File: config.mk
export PLATFORM = sky130hd
export DESIGN_NAME = sd_redundant_adder
export DESIGN_NICKNAME = d
export VERILOG_FILES = /design/src/rtl/sdadd_pkg.sv /design/src/rtl/sdadd_pos_sum.sv /design/src/rtl/sdadd_split.sv /design/src/rtl/sdadd_final.sv /design/src/rtl/sdadd_to_twos.sv /design/src/rtl/sd_redundant_adder.sv
export SDC_FILE = /design/constraint.sdc
export NUM_CORES = 1
export LEC_CHECK = 0
export ABC_CLOCK_PERIOD_IN_PS = 3000
export BUFFER_PORTS_ARGS = -buffer_cell sky130_fd_sc_hd__buf_2
export CAP_MARGIN = 20
export CORE_ASPECT_RATIO = 0.9
export CORE_MARGIN = 5
export CORE_UTILIZATION = 30
export CTS_CLUSTER_DIAMETER = 120
export DETAILED_ROUTE_END_ITERATION = 16
export GPL_ROUTABILITY_DRIVEN = 0
export PLACE_DENSITY = 0.64
export SKIP_LAST_GASP = 1
export SLEW_MARGIN = 15
export SYNTH_ARGS = -nofsm -noshare
export SYNTH_HDL_FRONTEND = slang
export SYNTH_SLANG_ARGS = --single-unit
File: constraint.sdc
create_clock -name clk -period 3 [get_ports clk]
set_input_delay 0.15 -clock clk [delete_from_list [all_inputs] [get_ports clk]]
set_output_delay 0.15 -clock clk [all_outputs]
set_load 0.005 [all_outputs]
File: src/rtl/sdadd_pkg.sv
package sdadd_pkg;

  typedef logic [2:0]        sdig_t;
  typedef logic signed [2:0] pval_t;
  typedef logic signed [1:0] tval_t;

  localparam sdig_t SD_POS  = 3'b001;
  localparam sdig_t SD_ZERO = 3'b010;
  localparam sdig_t SD_NEG  = 3'b100;

  function automatic tval_t sd_value(input sdig_t d);
    case (d)
      SD_POS:  return 2'b01;
      SD_NEG:  return 2'b11;
      default: return 2'b00;
    endcase
  endfunction

  function automatic logic sd_legal(input sdig_t d);
    return (d == SD_POS) || (d == SD_ZERO) || (d == SD_NEG);
  endfunction

  function automatic sdig_t sd_encode(input tval_t v);
    case (v)
      2'b01:   return SD_POS;
      2'b11:   return SD_NEG;
      default: return SD_ZERO;
    endcase
  endfunction

endpackage

File: src/rtl/sdadd_pos_sum.sv
module sdadd_pos_sum
  import sdadd_pkg::*;
(
  input  sdig_t a_d,
  input  sdig_t b_d,
  output pval_t p,
  output logic  bad
);
  tval_t va, vb;

  always_comb begin
    va  = sd_value(a_d);
    vb  = sd_value(b_d);
    p   = {va[1], va} + {vb[1], vb};
    bad = !sd_legal(a_d) || !sd_legal(b_d);
  end
endmodule

File: src/rtl/sdadd_split.sv
module sdadd_split
  import sdadd_pkg::*;
(
  input  pval_t p_here,
  input  logic  low_pos,
  output tval_t t,
  output tval_t w
);
  always_comb begin
    case (p_here)
      3'sd2: begin t = 2'sb01; w = 2'sb00; end
      -3'sd2: begin t = 2'sb11; w = 2'sb00; end
      3'sd1: begin
        if (low_pos) begin t = 2'sb01; w = 2'sb11; end
        else         begin t = 2'sb00; w = 2'sb01; end
      end
      -3'sd1: begin
        if (low_pos) begin t = 2'sb00; w = 2'sb11; end
        else         begin t = 2'sb11; w = 2'sb01; end
      end
      default: begin t = 2'sb00; w = 2'sb00; end
    endcase
  end
endmodule

File: src/rtl/sdadd_final.sv
module sdadd_final
  import sdadd_pkg::*;
(
  input  tval_t w,
  input  tval_t t_in,
  output sdig_t d
);
  logic signed [2:0] s;

  always_comb begin
    s = {w[1], w} + {t_in[1], t_in};
    case (s)
      3'sb001: d = SD_POS;
      3'sb111: d = SD_NEG;
      default: d = SD_ZERO;
    endcase
  end
endmodule

File: src/rtl/sdadd_to_twos.sv
module sdadd_to_twos
  import sdadd_pkg::*;
#(
  parameter int D = 4,
  parameter int W = D + 2
) (
  input  logic [3*D-1:0]  dig,
  output logic signed [W-1:0] val
);
  logic [W-1:0] acc;

  always_comb begin
    acc = '0;
    for (int k = 0; k < D; k++) begin
      if (dig[3*k +: 3] == SD_POS)
        acc = acc + (W'(1) << k);
      else if (dig[3*k +: 3] == SD_NEG)
        acc = acc - (W'(1) << k);
    end
    val = signed'(acc);
  end
endmodule

File: src/rtl/sd_redundant_adder.sv
module sd_redundant_adder
  import sdadd_pkg::*;
#(
  parameter int N = 16
) (
  input  logic             clk,
  input  logic             rst,
  input  logic             in_valid,
  input  logic [3*N-1:0]   a_dig,
  input  logic [3*N-1:0]   b_dig,
  output logic [3*N+2:0]   sum_dig,
  output logic             sum_valid,
  output logic             code_err
);
  localparam int OW = 3 * (N + 1);
  localparam int VW = N + 3;

  pval_t          p [N];
  tval_t          t [N];
  tval_t          w [N];
  logic [N-1:0]   bad;
  logic [OW-1:0]  next_sum;

  generate
    for (genvar i = 0; i < N; i++) begin : g_pos
      logic  low_pos;
      tval_t t_in;

      sdadd_pos_sum u_ps (
        .a_d (a_dig[3*i +: 3]),
        .b_d (b_dig[3*i +: 3]),
        .p   (p[i]),
        .bad (bad[i])
      );

      if (i == 0) begin : g_lsb
        assign low_pos = 1'b0;
        assign t_in    = 2'sb00;
      end else begin : g_up
        assign low_pos = (p[i-1] > 0);
        assign t_in    = t[i-1];
      end

      sdadd_split u_sp (
        .p_here  (p[i]),
        .low_pos (low_pos),
        .t       (t[i]),
        .w       (w[i])
      );

      sdadd_final u_fd (
        .w    (w[i]),
        .t_in (t_in),
        .d    (next_sum[3*i +: 3])
      );

      // interim digit and incoming transfer never share a nonzero sign
      a_r3_closed: assert property (@(posedge clk) disable iff (rst)
        in_valid |-> !((w[i] == t_in) && (w[i] != 2'sb00)));
    end
  endgenerate

  assign next_sum[3*N +: 3] = sd_encode(t[N-1]);

  always_ff @(posedge clk) begin
    if (rst) begin
      sum_dig   <= {(N+1){SD_ZERO}};
      sum_valid <= 1'b0;
      code_err  <= 1'b0;
    end else begin
      sum_valid <= in_valid;
      code_err  <= in_valid & (|bad);
      if (in_valid)
        sum_dig <= next_sum;
    end
  end

  // Checking-only conversion of operands and result
  logic signed [VW-1:0] a_val, b_val, s_val, ab_val;
  logic                 sum_ok;

  sdadd_to_twos #(.D(N),   .W(VW)) u_cva (.dig(a_dig),   .val(a_val));
  sdadd_to_twos #(.D(N),   .W(VW)) u_cvb (.dig(b_dig),   .val(b_val));
  sdadd_to_twos #(.D(N+1), .W(VW)) u_cvs (.dig(sum_dig), .val(s_val));

  assign ab_val = a_val + b_val;

  always_comb begin
    sum_ok = 1'b1;
    for (int k = 0; k <= N; k++)
      if (!$onehot(sum_dig[3*k +: 3])) sum_ok = 1'b0;
  end

  a_r2_value: assert property (@(posedge clk) disable iff (rst)
    sum_valid |-> (s_val == $past(ab_val)));

  a_r3_onehot: assert property (@(posedge clk) disable iff (rst)
    sum_ok);

  a_r4_valid_set: assert property (@(posedge clk) disable iff (rst)
    in_valid |=> sum_valid);

  a_r4_valid_clr: assert property (@(posedge clk) disable iff (rst)
    !in_valid |=> !sum_valid);

  a_r5_hold: assert property (@(posedge clk) disable iff (rst)
    !in_valid |=> $stable(sum_dig));

  a_r6_err_set: assert property (@(posedge clk) disable iff (rst)
    (in_valid && (|bad)) |=> code_err);

  a_r6_err_clr: assert property (@(posedge clk) disable iff (rst)
    !(in_valid && (|bad)) |=> !code_err);

endmodule

==> results of run 1 <==
timing repair:
| action | 4_1_cts | 5_1_grt |
|---|---|---|
| gates resized for setup | 0 | 31 |
| hold buffers | 0 | 0 |
| setup buffers | 0 | 1 |
| setup endpoints to repair | 0 | 19 |
worst max-delay path, cell delays in order:
cell and delay (ns):
sky130_fd_sc_hd__buf_2 0.12, sky130_fd_sc_hd__xnor2_1 0.16, sky130_fd_sc_hd__nor2_1 0.06, sky130_fd_sc_hd__ha_1 0.18, sky130_fd_sc_hd__inv_1 0.07, sky130_fd_sc_hd__fa_1 0.50
sky130_fd_sc_hd__nand2b_1 0.20, sky130_fd_sc_hd__a21oi_1 0.27, sky130_fd_sc_hd__buf_4 0.17, sky130_fd_sc_hd__ha_1 0.15, sky130_fd_sc_hd__inv_1 0.05, sky130_fd_sc_hd__fa_1 0.50
sky130_fd_sc_hd__or3_1 0.41, sky130_fd_sc_hd__a21oi_1 0.14
final cells by class:
class	count	area (um^2)
Antenna cell	7	17.5
Clock buffer	5	125
Tap cell	245	307
Timing Repair Buffer	279	1720
Fill cell	1884	10500
Multi-Input combinational cell	588	4390
Sequential cell	52	1040
Clock inverter	1	30.0
Inverter	51	191
flip-flops by register name, summed over array words and instances (netlist names):
signal,count
sum_dig,50
code_err,1
sum_valid,1
metrics by stage:
step	util [%]	cells	setup TNS, ns	area [um^2]	total power [mW]
2_1_floorplan	-	708	0	5590	1.61
3_3_place_gp	41.1	1214	-1.97	7540	2.17
3_5_place_dp	41.1	1214	-3.42	7540	2.20
4_1_cts	41.9	1220	0	7690	2.89
5_1_grt	42.6	1227	-0.0212	7810	3.12
6_report	42.6	1228	0	7820	2.91
path summary, 6_finish.rpt:
kind | startpoint | endpoint | slack, ns
min | rst | sum_valid | 0.38
max reg2reg | sum_dig[46] | sum_dig[46] | 2.33
max | b_dig[30] | sum_dig[32] | 0.11
min reg2reg | sum_dig[29] | sum_dig[29] | 0.46
power by group through the flow:
stage | combinational, mW | clock, mW | sequential, mW
after global routing | 1.61 | 0.714 | 0.798
after floorplan | 0.803 | 0 | 0.807
final | 1.45 | 0.666 | 0.788
after global placement | 1.37 | 0 | 0.802
after CTS | 1.41 | 0.693 | 0.789
after detailed placement | 1.40 | 0 | 0.803
metal layers:
layer | track usage, % | wire, um
met2 | 28.4 | 8520
met4 | 3.81 | 335
met1 | 23.0 | 8740
met3 | 5.59 | 1610
met5 | 0 | 74
kinds of logic after synthesis:
kind of cell	after synthesis	synth area share, %
AOI/OAI and AO/OA	173	18.5
xor gates and xnor gates	55	8.62
adders and majority gates	74	22.3
buffers and inverters	68	4.66
DFF	52	18.6
other	1	0.0671
and+or+nand+nor	285	27.2
layout by cell type, fill, tap and decap left out, types with 3 or more instances in the layout:
master	synthesis	layout
sky130_fd_sc_hd__inv_1	50	49
sky130_fd_sc_hd__o21ai_0	49	43
sky130_fd_sc_hd__nor3b_1	20	19
sky130_fd_sc_hd__nand2b_1	39	39
sky130_fd_sc_hd__nand2_1	57	57
sky130_fd_sc_hd__o32ai_2	0	3
sky130_fd_sc_hd__a21o_1	3	3
sky130_fd_sc_hd__o21ai_1	2	8
sky130_fd_sc_hd__o32ai_1	9	6
sky130_fd_sc_hd__nand3_1	23	22
sky130_fd_sc_hd__xor2_1	12	12
sky130_fd_sc_hd__o22ai_1	4	3
sky130_fd_sc_hd__o211ai_1	3	3
sky130_fd_sc_hd__nor3_1	10	10
sky130_fd_sc_hd__o31ai_1	4	4
sky130_fd_sc_hd__clkbuf_16	0	5
sky130_fd_sc_hd__buf_2	1	150
sky130_fd_sc_hd__nor4_1	5	5
sky130_fd_sc_hd__and2_1	13	13
sky130_fd_sc_hd__xnor2_1	43	43
sky130_fd_sc_hd__nand4_1	16	16
sky130_fd_sc_hd__diode_2	0	7
sky130_fd_sc_hd__nand4b_1	10	10
sky130_fd_sc_hd__buf_4	1	129
sky130_fd_sc_hd__nor2_1	63	61
sky130_fd_sc_hd__nor2b_1	9	7
sky130_fd_sc_hd__a21oi_2	0	6
sky130_fd_sc_hd__a21oi_1	66	60
sky130_fd_sc_hd__o21a_1	7	7
sky130_fd_sc_hd__a221oi_1	4	4
sky130_fd_sc_hd__ha_1	31	29
sky130_fd_sc_hd__fa_1	43	41
sky130_fd_sc_hd__or3_1	12	12
sky130_fd_sc_hd__a22oi_1	7	7
sky130_fd_sc_hd__a22o_1	4	4
sky130_fd_sc_hd__dfxtp_1	52	52
==> results.md, run 1 <==
- The critical path is of the input pin to register type.
- The register clock-pin slew on the reported worst setup and hold paths is roughly 0.07 ns.
- Net switching is 36.9% of the power.
- The count of final setup violators is 0.
- The tree is rooted in a sky130_fd_sc_hd__clkbuf_16.
- For this run, the number of Yosys warnings is 0.
- Counting instances in the post-synthesis netlist gives the leading cell types as sky130_fd_sc_hd__a21oi_1 (66), sky130_fd_sc_hd__nor2_1 (63), sky130_fd_sc_hd__nand2_1 (57).
- Hold timing on the final database bottoms out at a slack of approximately 0.38 ns.
- The top cell type by area accounts for 18.6% of the synthesized area.
- The mean area per synthesized cell is 7.89 um^2.
- The via count of the routed design is a little under 6000.
- The first detailed-routing pass ran for 5 iterations.
- At the worst endpoint, the required time is about 3.2 ns.
- The sequential fraction of design power is a little over a quarter.
- The CTS tree is done.
- In this run the remaining antenna-violating nets after routing total 0.
- The floorplan step defined a die boundary enclosing 21500 um^2.
- The per-cell routed wire length is roughly 16 um.
- The startpoint type of the worst setup path is an input pin.
- Summed over all nets, the switching power comes to 1.07 mW.
- In this run, the combinational gates consume approximately half of the power.
- The share of the clock period used by the worst path after layout is 96.2%.
- Data on the critical path arrives at its endpoint at between 3 and 4 ns.
- In this run the worst path has a maximum fanout of 4.
- The height of the die is roughly 140 um.
- The number of enable-type register cells in the synthesized netlist is 0.
- The reported max-cap violation count is 0.
- Power spread over the standard cell area amounts to between 300 and 400 nW/um^2.
- After synthesis, the cell types taking the most area are sky130_fd_sc_hd__dfxtp_1 (19%), sky130_fd_sc_hd__fa_1 (15%), sky130_fd_sc_hd__ha_1 (6.9%).
- The post-synth design cell area is between 5000 and 6000 um^2.
- Summed over all layers, the global routing overflow is 0.
- The net count after synthesis is 881.
- The TritonCTS buffer count is 5.
- For this run, the leading register cell type out of synthesis is sky130_fd_sc_hd__dfxtp_1.
- The count of standard-cell rows is 47.
- In this run the tightest slew margin relative to its limit is slightly below 50%.
- In the routed design, unresolved DRC markers number 0.
- The maximum number of pins on one net before global-route repair is between 50 and 60.
- Port buffering added 150 buffers.
- The via count of the first global-routing pass is around 5800.
- Across the VDD grid, the largest voltage drop is about 0.21 mV.
- The worst clock skew is 0 ns.
- The number of H-tree levels is 2.
- Synthesis handed over a netlist of slightly above 700 instances.
- After layout, the worst setup slack is approximately 0.11 ns.
- Measured in cells, the most critical reg-to-reg path has a length of 2.
- The number of hold violations in the final report is 0.
- Wires add up to just under 20 mm.
- The fraction of power consumed by the clock network is 22.9%.
- The ratio of cells with drive above 1 in the final layout is 32.0%.
- The transition time at the pin with the least slew margin is around 0.77 ns.
- The cell leakage power is between 3 and 4 nW.
- The wire-length estimate of the detail-placed layout is about 16 mm.
- The worst hold path class is input pin to register.
- The flow ran to the end, and the final reports show no timing, DRC or antenna violations.
- The internal portion of the total power is between 1.5 and 2 mW.
- The top achievable clock speed is 346 MHz.
- The DRC marker count from the first detailed-route iteration is roughly 260.
- The net count of the finished layout is around 1200.
- The sequential-to-total area share from yosys stat is 18.6%.
- The worst setup timing slack at the placement stage is -0.267 ns.
- After synthesis, the netlist uses 48 different library cells.
- The final critical path time including I/O delays and setup is approximately 2.9 ns.
- Clock latency on the worst-skew pair, taken at its later pin, is roughly 0.30 ns.
- The die is around 150 um wide.
- The maximum clock insertion buffer count is 2.
- For this configuration, the core starts out at a cell density of a little under a third.
- The worst setup path is captured at a register.
- The async set-reset flop share out of synthesis is 0%.
- The cell depth of the worst hold path is 2.
- The number of vias per cell is a little under 5.
- The first global-routing pass estimated 29.8 mm of wire.
- The number of top-level pins is 152.
- Synthesis inferred 52 register bits.
- The area overhead of the layout relative to synthesis is 39.8%.
- The global-route usage over all layers is between 10% and 20%.
- The top cell type by total area after synthesis is sky130_fd_sc_hd__dfxtp_1.
- The dominant cell by count in the synthesized netlist is sky130_fd_sc_hd__a21oi_1.
- The floorplan step defined a core boundary enclosing ~18000 um^2.
- The clock drives 52 sinks.
- The initial antenna violation count was 12.
- The final count of pins violating max slew is 0.
Power figures use the tool's default switching activity.
==> inputs of run 2 (changes only) <==
--- a/config.mk
+++ b/config.mk
@@ -19,4 +19,5 @@
 export SLEW_MARGIN = 15
 export SYNTH_ARGS = -nofsm -noshare
 export SYNTH_HDL_FRONTEND = slang
+export SYNTH_HIERARCHICAL = 1
 export SYNTH_SLANG_ARGS = --single-unit
==> results.md, run 2 <==
- The flow ran to the end, and the final reports show no timing, DRC or antenna violations.
- The mean area per synthesized cell was 7.96 um^2 (+0.82%).
- The post-CTS setup-driven buffer insertion count is 0 (unchanged).
- The core region area was 19200 um^2 (+4.7%).
- The total number of clock tree sinks came to 53 (+1.9%).
- The maximum number of pins on one net before global-route repair was 72 (+22%).
- The number of warnings printed during yosys synthesis is 6 (+6).
- TritonCTS built the clock tree.
- The worst clock skew is 0 ns (unchanged).
- The worst setup path is launched from an input pin.
- The overall die area was 22500 um^2 (+4.6%).
- The count of final setup violators came to 0 (unchanged).
- The worst-skew pair later-pin latency was 0.30 ns (about the same).
- The share of the clock period used by the worst path after layout is 94.2% (-2.1 points).
- The number of top-level pins is 152 (unchanged).
- The height of the die is 143 um (+2.3%).
- The remaining number of nets flagged by the antenna check after routing is 0 (unchanged).
- The tightest min-delay check is of the input pin to register type.
- The register clock-pin slew on the reported worst setup and hold paths came to 0.08 ns (about the same).
- The top cell types in the final layout, fill and taps aside, are sky130_fd_sc_hd__buf_2 (150), sky130_fd_sc_hd__nor2_1 (125), sky130_fd_sc_hd__buf_4 (77), sky130_fd_sc_hd__inv_1 (65), sky130_fd_sc_hd__xnor2_1 (63).
- The number of flip-flops in the largest register is 51 (+2.0%).
- The worst supply voltage drop on vdd was 0.219 mV (+2.9%).
- The ratio of cells with drive above 1 in the final layout is 29.8% (-2.1 points).
- The via count of the first global-routing pass is 5037 (-13%).
- The fraction of post-synthesis cell area in the top cell type by area is 18.1% (-0.54 points).
- The placed instance count is 1204 (-0.82%).
- The worst slew slack as a fraction of its limit was 40.1% (-8.5 points).
- The number of library cell types mapped by synthesis is 33 (-31%).
- The global-route usage over all layers is 12.1% (-5.4 points).
- The net count of the finished layout is 1124 (-2.3%).
- The reported max-cap violation count came to 0 (unchanged).
- The final count of pins violating max slew was 0 (unchanged).
- The largest fanout on the critical path was 3 (-1).
- The post-route DRC violation count is 0 (unchanged).
- The filler cell count is 2023 (+7.4%).
- The per-cell routed wire length came to 11.4 um (-27%).
- The net switching share of the total power is 35.6% (-1.3 points).
- The share of total power in combinational logic is 49.0% (-1.0 points).
- The commonest cells after synthesis are sky130_fd_sc_hd__nor2_1 (126), sky130_fd_sc_hd__inv_1 (65), sky130_fd_sc_hd__xnor2_1 (64).
- The most common library cell in the layout ignoring fill and taps is sky130_fd_sc_hd__buf_2.
- The cell depth of the worst hold path is 2 (unchanged).
- Among all cell types in the netlist, the one instantiated most often is sky130_fd_sc_hd__nor2_1.
- The largest total area in the synthesized netlist belongs to sky130_fd_sc_hd__dfxtp_1.
- The total internal power is 1.88 mW (+2.5%).
- The horizontal die dimension is 157 um (+2.3%).
- STA classifies the critical path endpoint as a register.
- The register ranked first by flip-flop count is sum_dig.
- The worst-case reg-to-reg path depth is 2 (unchanged).
- The areal power density over the cells was 385 nW/um^2 (+3.5%).
- The number of H-tree levels came to 2 (unchanged).
- The number of input and output port buffers inserted is 151 (+0.67%).
- The via count of the routed design came to 5480 (-8.1%).
- The global-route congestion overflow total came to 0 (unchanged).
- The antenna diode instance count is 0 (-7).
- The number of enable-type register cells in the synthesized netlist is 0 (unchanged).
- The initial antenna violation count is 0 (-12).
- The area overhead of the layout relative to synthesis is 29.3%.
- The count of placed standard cells in the final layout, fillers left out is 1212 (-1.3%).
- The post-synth design cell area was 5870 um^2 (+4.9%).
- The DRC marker count from the first detailed-route iteration was 188 (-28%).
- The sequential fraction of design power was 27.5% (+0.4 points).
- The initial cell density of the core is 30.5% (+0.058 points).
- The detailed-router iteration count before antenna repair is 4 (-1).
- The top achievable clock speed is 354 MHz (+2.2%).
- The number of vias per cell is 4.52 (-6.9%).
- Setup repair after global routing left no endpoint under its margin.
- The net switching component of the power came to 1.04 mW (-3.1%).
- The number of hold violations in the final report is 0 (unchanged).
- The final critical path time including I/O delays and setup is 2.82 ns (-0.0626 ns).
- The detailed placement HPWL is 11.8 mm (-28%).
- The total negative slack is 0 ns (unchanged).
- The transition time at the pin with the least slew margin is 0.899 ns (+0.129 ns).
- The sequential-to-total area share from yosys stat is 18.1% (-0.54 points).
- The setup path with the least slack is of type input pin to register.
- The buffer type at the clock tree root is sky130_fd_sc_hd__clkbuf_16.
- For this run, the leading register cell type out of synthesis is sky130_fd_sc_hd__dfxtp_1.
- The TritonCTS buffer count is 5 (unchanged).
- The count of state elements after synthesis came to 53 (+1.9%).
- The largest registers in the layout are sum_dig x51, code_err x1, sum_valid x1.
- The critical path arrival is 3.01 ns (-0.12 ns).
- The data required time at the worst endpoint is 3.19 ns (-0.05 ns).
- The global-route wire length before repair is 22.8 mm (-23%).
- The maximum clock insertion buffer count is 2 (unchanged).
- Sorting the synthesized cells by area gives the leading types as sky130_fd_sc_hd__dfxtp_1 (18%), sky130_fd_sc_hd__fa_1 (11%), sky130_fd_sc_hd__xnor2_1 (9.6%).
- The cell leakage power is 3.67 nW (+10%).
- The gate count after technology mapping was 737 (+4.1%).
- The fraction of power consumed by the clock network is 23.4% (+0.5 points).
- The total length of routed wires is 13.8 mm (-28%).
- The count of standard-cell rows is 48 (+2.1%).
- The async set-reset flop share out of synthesis is 0% (unchanged).
==> run 2: final timing paths <==
kind / end / slack (ns) / start
setup reg to reg: sum_dig[13] / 2.19 / sum_dig[13]
setup / recovery: sum_dig[25] / 0.18 / a_dig[20]
hold / removal: sum_dig[2] / 0.31 / rst
hold reg to reg: sum_dig[50] / 0.48 / sum_dig[50]
==> run 2: repair_timing <==
action                                  in CTS  in global routing
resized for setup                            0                  4
hold buffers                                 0                  0
endpoints found under the hold margin        0                  0
endpoints found under the setup margin       0                  3
==> run 2: cell type report <==
| type | count | area, um^2 | share of cell area (%) |
|---|---|---|---|
| clock buffers | 5 | 125 | 1.65 |
| clock inverters | 3 | 46.3 | 0.610 |
| inverters | 65 | 244 | 3.22 |
| multi-input cells | 609 | 4470 | 58.9 |
| flip-flops and latches | 53 | 1060 | 14.0 |
| well taps | 250 | 313 | 4.12 |
| repair buffers | 227 | 1330 | 17.5 |
==> run 2: power by group through the flow <==
stage	registers, mW	clock network (mW)	logic (mW)
after floorplan	0.822	0	0.952
after global routing	0.814	0.746	1.63
after CTS	0.806	0.716	1.44
after global placement	0.821	0	1.40
after detailed placement	0.822	0	1.43
final	0.804	0.684	1.43
==> run 2: per-stage QoR <==
stage / instance area [um^2] / worst slack (ns) / utilization, % / power, mW / hold slack (ns)
after floorplan: 5880 / 0.201 / - / 1.77 / 0.354
after global placement: 7400 / -0.0465 / 38.5 / 2.22 / 0.459
after detailed placement: 7400 / -0.143 / 38.5 / 2.25 / 0.473
after CTS: 7570 / 0.187 / 39.4 / 2.96 / 0.321
after global routing: 7590 / 0.000666 / 39.5 / 3.19 / 0.342
final: 7590 / 0.175 / 39.5 / 2.92 / 0.312
==> run 2: kinds of logic (layout without fill, tap and decap cells) <==
family | count (synthesis) | after routing | synth area share [%]
xor gates and xnor gates | 80 | 80 | 11.9
other | 1 | 4 | 0.0639
buffers and inverters | 78 | 300 | 6.23
and+or+nand+nor | 345 | 345 | 30.1
AOI/OAI and AO/OA | 84 | 84 | 10.3
DFF | 53 | 53 | 18.1
muxes | 32 | 32 | 5.46
adders and majority gates | 64 | 64 | 17.7
==> run 2: worst max-delay path: stages <==
cell and delay (ns):
sky130_fd_sc_hd__buf_2 0.11, sky130_fd_sc_hd__xnor2_1 0.15, sky130_fd_sc_hd__nor2_1 0.06, sky130_fd_sc_hd__ha_1 0.18
sky130_fd_sc_hd__inv_1 0.06, sky130_fd_sc_hd__fa_1 0.40, sky130_fd_sc_hd__inv_1 0.08, sky130_fd_sc_hd__nor2_1 0.04
sky130_fd_sc_hd__nor2_1 0.11, sky130_fd_sc_hd__nand2_1 0.09, sky130_fd_sc_hd__nor3_1 0.17, sky130_fd_sc_hd__a21o_2 0.13
sky130_fd_sc_hd__ha_1 0.13, sky130_fd_sc_hd__inv_1 0.05, sky130_fd_sc_hd__fa_1 0.56, sky130_fd_sc_hd__xor2_1 0.18
sky130_fd_sc_hd__nand2_1 0.07, sky130_fd_sc_hd__a211o_1 0.29
==> run 2: per-layer routing <==
metal / vias to the layer above / global-route usage [%] / routed length, um
met5: - / 0 / 0
met4: 0 / 1.81 / 99
met3: 12 / 2.67 / 731
met2: 96 / 20.7 / 6490
met1: 2468 / 16.1 / 6500
li1: 2904 / - / -
